--- src/rtl/bcg_pkg.sv ---
package bcg_pkg;

  localparam int LEN_CODE_W  = 3;
  localparam int MAX_FIX_LOG = 3;

  typedef enum logic [LEN_CODE_W-1:0] {
    LEN_ONE   = 3'd0,
    LEN_TWO   = 3'd1,
    LEN_FOUR  = 3'd2,
    LEN_EIGHT = 3'd3,
    LEN_PAGE  = 3'd7
  } len_code_e;

endpackage

--- src/rtl/bcg_len_decode.sv ---
// Turns the length code into a low-bit mask (length - 1) and a page flag.
module bcg_len_decode
  import bcg_pkg::*;
#(
  parameter int COL_W = 9
) (
  input  logic [LEN_CODE_W-1:0] len_code_i,
  input  logic                  ilv_i,
  input  logic                  write_i,
  input  logic                  single_wr_i,
  output logic [COL_W-1:0]      mask_o,
  output logic                  page_o
);

  logic             fixed_ok;
  logic             force_one;
  logic [COL_W-1:0] fix_mask;

  assign force_one = write_i & single_wr_i;
  assign fixed_ok  = (32'(len_code_i) <= MAX_FIX_LOG);

  // bit i of the mask is set when the burst spans 2**(i+1) or more beats
  for (genvar i = 0; i < COL_W; i++) begin : g_mask
    assign fix_mask[i] = (32'(len_code_i) > i);
  end

  always_comb begin
    mask_o = '0;
    page_o = 1'b0;
    if (!force_one) begin
      if (len_code_i == LEN_PAGE) begin
        if (!ilv_i) begin
          mask_o = '1;
          page_o = 1'b1;
        end
      end else if (fixed_ok) begin
        mask_o = fix_mask;
      end
    end
  end

endmodule

--- src/rtl/bcg_beat_ctr.sv ---
// Beat index within the burst.
module bcg_beat_ctr #(
  parameter int COL_W = 9
) (
  input  logic             clk,
  input  logic             rst,
  input  logic             clear_i,
  input  logic             inc_i,
  output logic [COL_W-1:0] k_q_o,
  output logic [COL_W-1:0] k_nxt_o
);

  always_comb begin
    if (clear_i)    k_nxt_o = '0;
    else if (inc_i) k_nxt_o = k_q_o + 1'b1;
    else            k_nxt_o = k_q_o;
  end

  always_ff @(posedge clk) begin
    if (rst) k_q_o <= '0;
    else     k_q_o <= k_nxt_o;
  end

endmodule

--- src/rtl/bcg_addr_form.sv ---
// Builds the column of beat k from base column, mask and ordering.
module bcg_addr_form #(
  parameter int COL_W = 9
) (
  input  logic [COL_W-1:0] base_i,
  input  logic [COL_W-1:0] k_i,
  input  logic [COL_W-1:0] mask_i,
  input  logic             ilv_i,
  output logic [COL_W-1:0] col_o
);

  logic [COL_W-1:0] seq_sum;
  logic [COL_W-1:0] ilv_xor;

  assign seq_sum = base_i + k_i;
  assign ilv_xor = base_i ^ k_i;

  // carries out of the masked low field are dropped by keeping the base bit
  for (genvar i = 0; i < COL_W; i++) begin : g_bit
    assign col_o[i] = mask_i[i] ? (ilv_i ? ilv_xor[i] : seq_sum[i]) : base_i[i];
  end

endmodule

--- src/rtl/burst_col_gen.sv ---
module burst_col_gen
  import bcg_pkg::*;
#(
  parameter int COL_W = 9
) (
  input  logic                  clk,
  input  logic                  rst,
  input  logic                  start_i,
  input  logic                  stop_i,
  input  logic                  adv_i,
  input  logic [COL_W-1:0]      start_col_i,
  input  logic [LEN_CODE_W-1:0] len_code_i,
  input  logic                  ilv_i,
  input  logic                  write_i,
  input  logic                  single_wr_i,
  output logic [COL_W-1:0]      col_o,
  output logic                  beat_vld_o,
  output logic                  last_o
);

  logic [COL_W-1:0] dec_mask;
  logic             dec_page;

  logic [COL_W-1:0] base_q, base_n;
  logic [COL_W-1:0] mask_q, mask_n;
  logic             ilv_q,  ilv_n;
  logic             page_q, page_n;

  logic [COL_W-1:0] k_q, k_n;
  logic             ctr_inc;
  logic             vld_n;
  logic [COL_W-1:0] col_n;

  bcg_len_decode #(.COL_W(COL_W)) dec_i (
    .len_code_i  (len_code_i),
    .ilv_i       (ilv_i),
    .write_i     (write_i),
    .single_wr_i (single_wr_i),
    .mask_o      (dec_mask),
    .page_o      (dec_page)
  );

  // last_o is high only on the final fixed-length beat
  assign ctr_inc = beat_vld_o & adv_i & ~stop_i & ~last_o;

  bcg_beat_ctr #(.COL_W(COL_W)) ctr_i (
    .clk     (clk),
    .rst     (rst),
    .clear_i (start_i),
    .inc_i   (ctr_inc),
    .k_q_o   (k_q),
    .k_nxt_o (k_n)
  );

  always_comb begin
    base_n = start_i ? start_col_i : base_q;
    mask_n = start_i ? dec_mask    : mask_q;
    ilv_n  = start_i ? ilv_i       : ilv_q;
    page_n = start_i ? dec_page    : page_q;

    if (start_i)                       vld_n = 1'b1;
    else if (stop_i)                   vld_n = 1'b0;
    else if (beat_vld_o & adv_i & last_o) vld_n = 1'b0;
    else                               vld_n = beat_vld_o;
  end

  bcg_addr_form #(.COL_W(COL_W)) form_i (
    .base_i (base_n),
    .k_i    (k_n),
    .mask_i (mask_n),
    .ilv_i  (ilv_n),
    .col_o  (col_n)
  );

  always_ff @(posedge clk) begin
    if (rst) begin
      base_q     <= '0;
      mask_q     <= '0;
      ilv_q      <= 1'b0;
      page_q     <= 1'b0;
      col_o      <= '0;
      beat_vld_o <= 1'b0;
      last_o     <= 1'b0;
    end else begin
      base_q     <= base_n;
      mask_q     <= mask_n;
      ilv_q      <= ilv_n;
      page_q     <= page_n;
      col_o      <= col_n;
      beat_vld_o <= vld_n;
      last_o     <= vld_n & ~page_n & (k_n == mask_n);
    end
  end

  logic unused_k;
  assign unused_k = ^k_q;

endmodule

--- config.mk ---
export PLATFORM = sky130hd
export DESIGN_NAME = burst_col_gen
export DESIGN_NICKNAME = d
export VERILOG_FILES = /design/src/rtl/bcg_pkg.sv /design/src/rtl/bcg_len_decode.sv /design/src/rtl/bcg_beat_ctr.sv /design/src/rtl/bcg_addr_form.sv /design/src/rtl/burst_col_gen.sv
export SDC_FILE = /design/constraint.sdc
export NUM_CORES = 1
export LEC_CHECK = 0
export BUFFER_PORTS_ARGS = -buffer_cell sky130_fd_sc_hd__clkbuf_2
export CORE_ASPECT_RATIO = 1.4
export CORE_UTILIZATION = 50
export DETAILED_ROUTE_END_ITERATION = 10
export PLACE_DENSITY = 0.75
export SYNTH_ARGS = -nofsm -noshare
export SYNTH_HDL_FRONTEND = slang
export SYNTH_SLANG_ARGS = --single-unit
export TNS_END_PERCENT = 10
--- constraint.sdc ---
create_clock -name clk -period 5.58 [get_ports clk]
set_clock_uncertainty 0.15 [all_clocks]
set_input_delay 0.279 -clock clk [delete_from_list [all_inputs] [get_ports clk]]
set_output_delay 0.279 -clock clk [all_outputs]
set_load 0.01 [all_outputs]
==> results_dict.tcl <==
set metrics [dict create \
    critPathCaptureType "register" \
    crit_required_ps 5660 \
    areaGrowthSynthToFinish_pct 11.7 \
    root_buffer "clkbuf_8" \
    dp_hpwl_mm 4.15 \
    worst_pin_slew_ps 541 \
    vdd_drop_max_mv 0.134 \
    drc 0 \
    grt_setup_unrepaired "no" \
    async_flop_share_pct 0 \
    post-route-period-util_pct 66.7 \
    initial_utilization_pct 51.8 \
    r2r_slack_ps 1860 \
    numPortBuffers 30 \
    crit_type "register to register" \
    grt.total_usage_pct 24.0 \
    gr-total-overflow 0 \
    h-tree-depth 2 \
    fin_nets 346 \
    yosysMostFrequentCell "dfxtp_1" \
    grt_pass1_wl_mm 9.47 \
    routabilityCongestion 0.890 \
    fill_cells 442 \
    power_density_nw_per_um2 212 \
    drt_iter0_markers 101 \
    insertedDiodeCount 0 \
    antenna_found_initial 0 \
    cts_tree "yes" \
    grt_max_degree 44 \
    min_period_ps 3720 \
    cts_buffers 5 \
    post_cts_buffers 0 \
    slew_headroom_pct 63.7 \
    report.final.hold_viol_count 0 \
    dieArea_um2 5310 \
    path_clk_slew_ps 80 \
    ant_nets 0 \
    wirelength_mm 5.72 \
    route.vias.total 2223 \
    yosysUniqueCellTypes 63 \
    core_area_um2 4840 \
    yosys_warnings 0 \
    post_drt_wl_per_cell_um 15.0 \
    synth-seq-cells 40 \
    insertion_delay_ps 290 \
    yosys-top-cells-count "40 x dfxtp_1, 29 x nor2_1, 16 x nor2b_1" \
    crit_fanout 11 \
    status "completed" \
    die_h_um 85.8 \
    seq_area_frac_synth_pct 31.9 \
    synth.net_count 319 \
    max_freq_mhz 269 \
    synth_top_area_share_pct 31.9 \
    synth_area_leaders "dfxtp_1 32%, ha_1 4.5%, nor2_1 4.3%, nor2b_1 4.0%, mux2_2 3.6%" \
    utilization_pct 57.8 \
    static-leakage-power_nw 1.19 \
    boundaryPins 31 \
    setup_viol 0 \
    rows 30 \
    synthFlopType "dfxtp_1" \
    synth_edf_count 0 \
    maxCapViolations 0 \
    cts_resized 0 \
    yosys.area.top_type "dfxtp_1" \
    dr.pass1.iters 4 \
    via_per_inst 5.82 \
    worstHoldPathType "primary input to register" \
    finalSetupTns_ps 0 \
    synth_area_um2 2510 \
    drive_gt1_share_pct 18.9 \
    avgSynthCellArea_um2 8.65 \
    grt_pass1_vias 2037 \
    netlist_instances 290 \
    crit_arrival_ps 3800 \
    cts.path.max_buffers 2 \
    cp-start-kind "register" \
    cts_hold_buf 0 \
    cts_num_sinks 40 \
    die_w_um 61.9 \
    final_max_slew_viol_count 0 \
]
sequential cells by signal (all words and copies together) (netlist names):
| signal | flops |
|---|---|
| page_q | 1 |
| col_o | 9 |
| last_o | 1 |
| base_q | 9 |
| ctr_i.k_q_o | 9 |
| mask_q | 9 |
| beat_vld_o | 1 |
| ilv_q | 1 |
cells in the final DEF, fill, tap and decap left out, drive strengths merged, types with 2 or more instances in the layout:
master,instances
o22ai,4
nand3b,2
buf,5
a21boi,4
o21a,3
or4,2
and3,4
o31ai,4
mux2i,8
o211ai,7
a311oi,2
and2,2
or3,3
nand2,14
and4,3
o41ai,2
a31oi,3
nand4,3
a21oi,15
a221oi,3
ha,9
nor2,29
nor4,6
a22o,2
inv,14
nor2b,16
nor3,13
dfxtp,40
xnor3,3
a211oi,2
a21o,3
clkbuf,38
mux2,8
o2111ai,2
xnor2,6
nand3,8
o21ai,10
final timing paths:
kind / start / to / depth (start not counted)
max: ctr_i.k_q_o[0] / col_o[8] / 11
min: start_col_i[6] / base_q[6] / 3
max reg2reg: ctr_i.k_q_o[0] / col_o[8] / 11
min reg2reg: page_q / page_q / 2
kinds of logic after synthesis:
group / after synthesis / share of synthesized area, %
AND/OR/NAND/NOR: 113 / 25.7
AO/OA/AOI/OAI: 74 / 21.6
flip-flops: 40 / 31.9
buffers and inverters: 29 / 4.69
multiplexers: 16 / 6.79
XOR/XNOR: 9 / 4.79
adder cells (fa/ha/maj): 9 / 4.49
per-layer routing:
layer	wire [µm]	vias up	track usage (%)
li1	-	1125	-
met1	2590	1039	31.1
met2	2810	49	38.2
met3	189	10	3.62
met4	137	0	11.1
met5	0	-	0
per-stage QoR:
step / setup slack [ps] / power [mW] / cell area (µm²) / hold slack [ps] / instances
2_1_floorplan: 2250 / 0.370 / 2510 / 212 / 290
3_3_place_gp: 1990 / 0.398 / 2710 / 304 / 374
3_5_place_dp: 1870 / 0.399 / 2710 / 312 / 374
4_1_cts: 1880 / 0.597 / 2800 / 140 / 382
5_1_grt: 1540 / 0.622 / 2800 / 182 / 382
6_report: 1860 / 0.593 / 2800 / 136 / 382
area by class of cell:
class / count / area, µm² / share of cell area (%)
inverters: 14 / 52.6 / 1.88
repair buffers: 35 / 188 / 6.70
flip-flops and latches: 40 / 801 / 28.6
well taps: 64 / 80.1 / 2.86
clock buffers: 8 / 90.1 / 3.22
multi-input cells: 221 / 1590 / 56.7
critical path: stages (launching register included):
cell and delay, ps:
dfxtp_1 410, nand3_1 320, or4_4 540, and2_1 200, inv_1 60, ha_1 270
a21oi_1 310, o21ai_0 250, a221oi_1 500, or3b_1 390, a22o_1 200, nand3_1 60
report_power, final:
| group | leakage (nW) | switching (mW) | total, mW | internal [mW] |
|---|---|---|---|---|
| registers | 0.327 | 0.00469 | 0.302 | 0.297 |
| logic | 0.817 | 0.0525 | 0.0913 | 0.0388 |
| clock network | 0.0455 | 0.0990 | 0.200 | 0.101 |
| total | 1.19 | 0.156 | 0.593 | 0.437 |
Power figures use the tool's default switching activity.
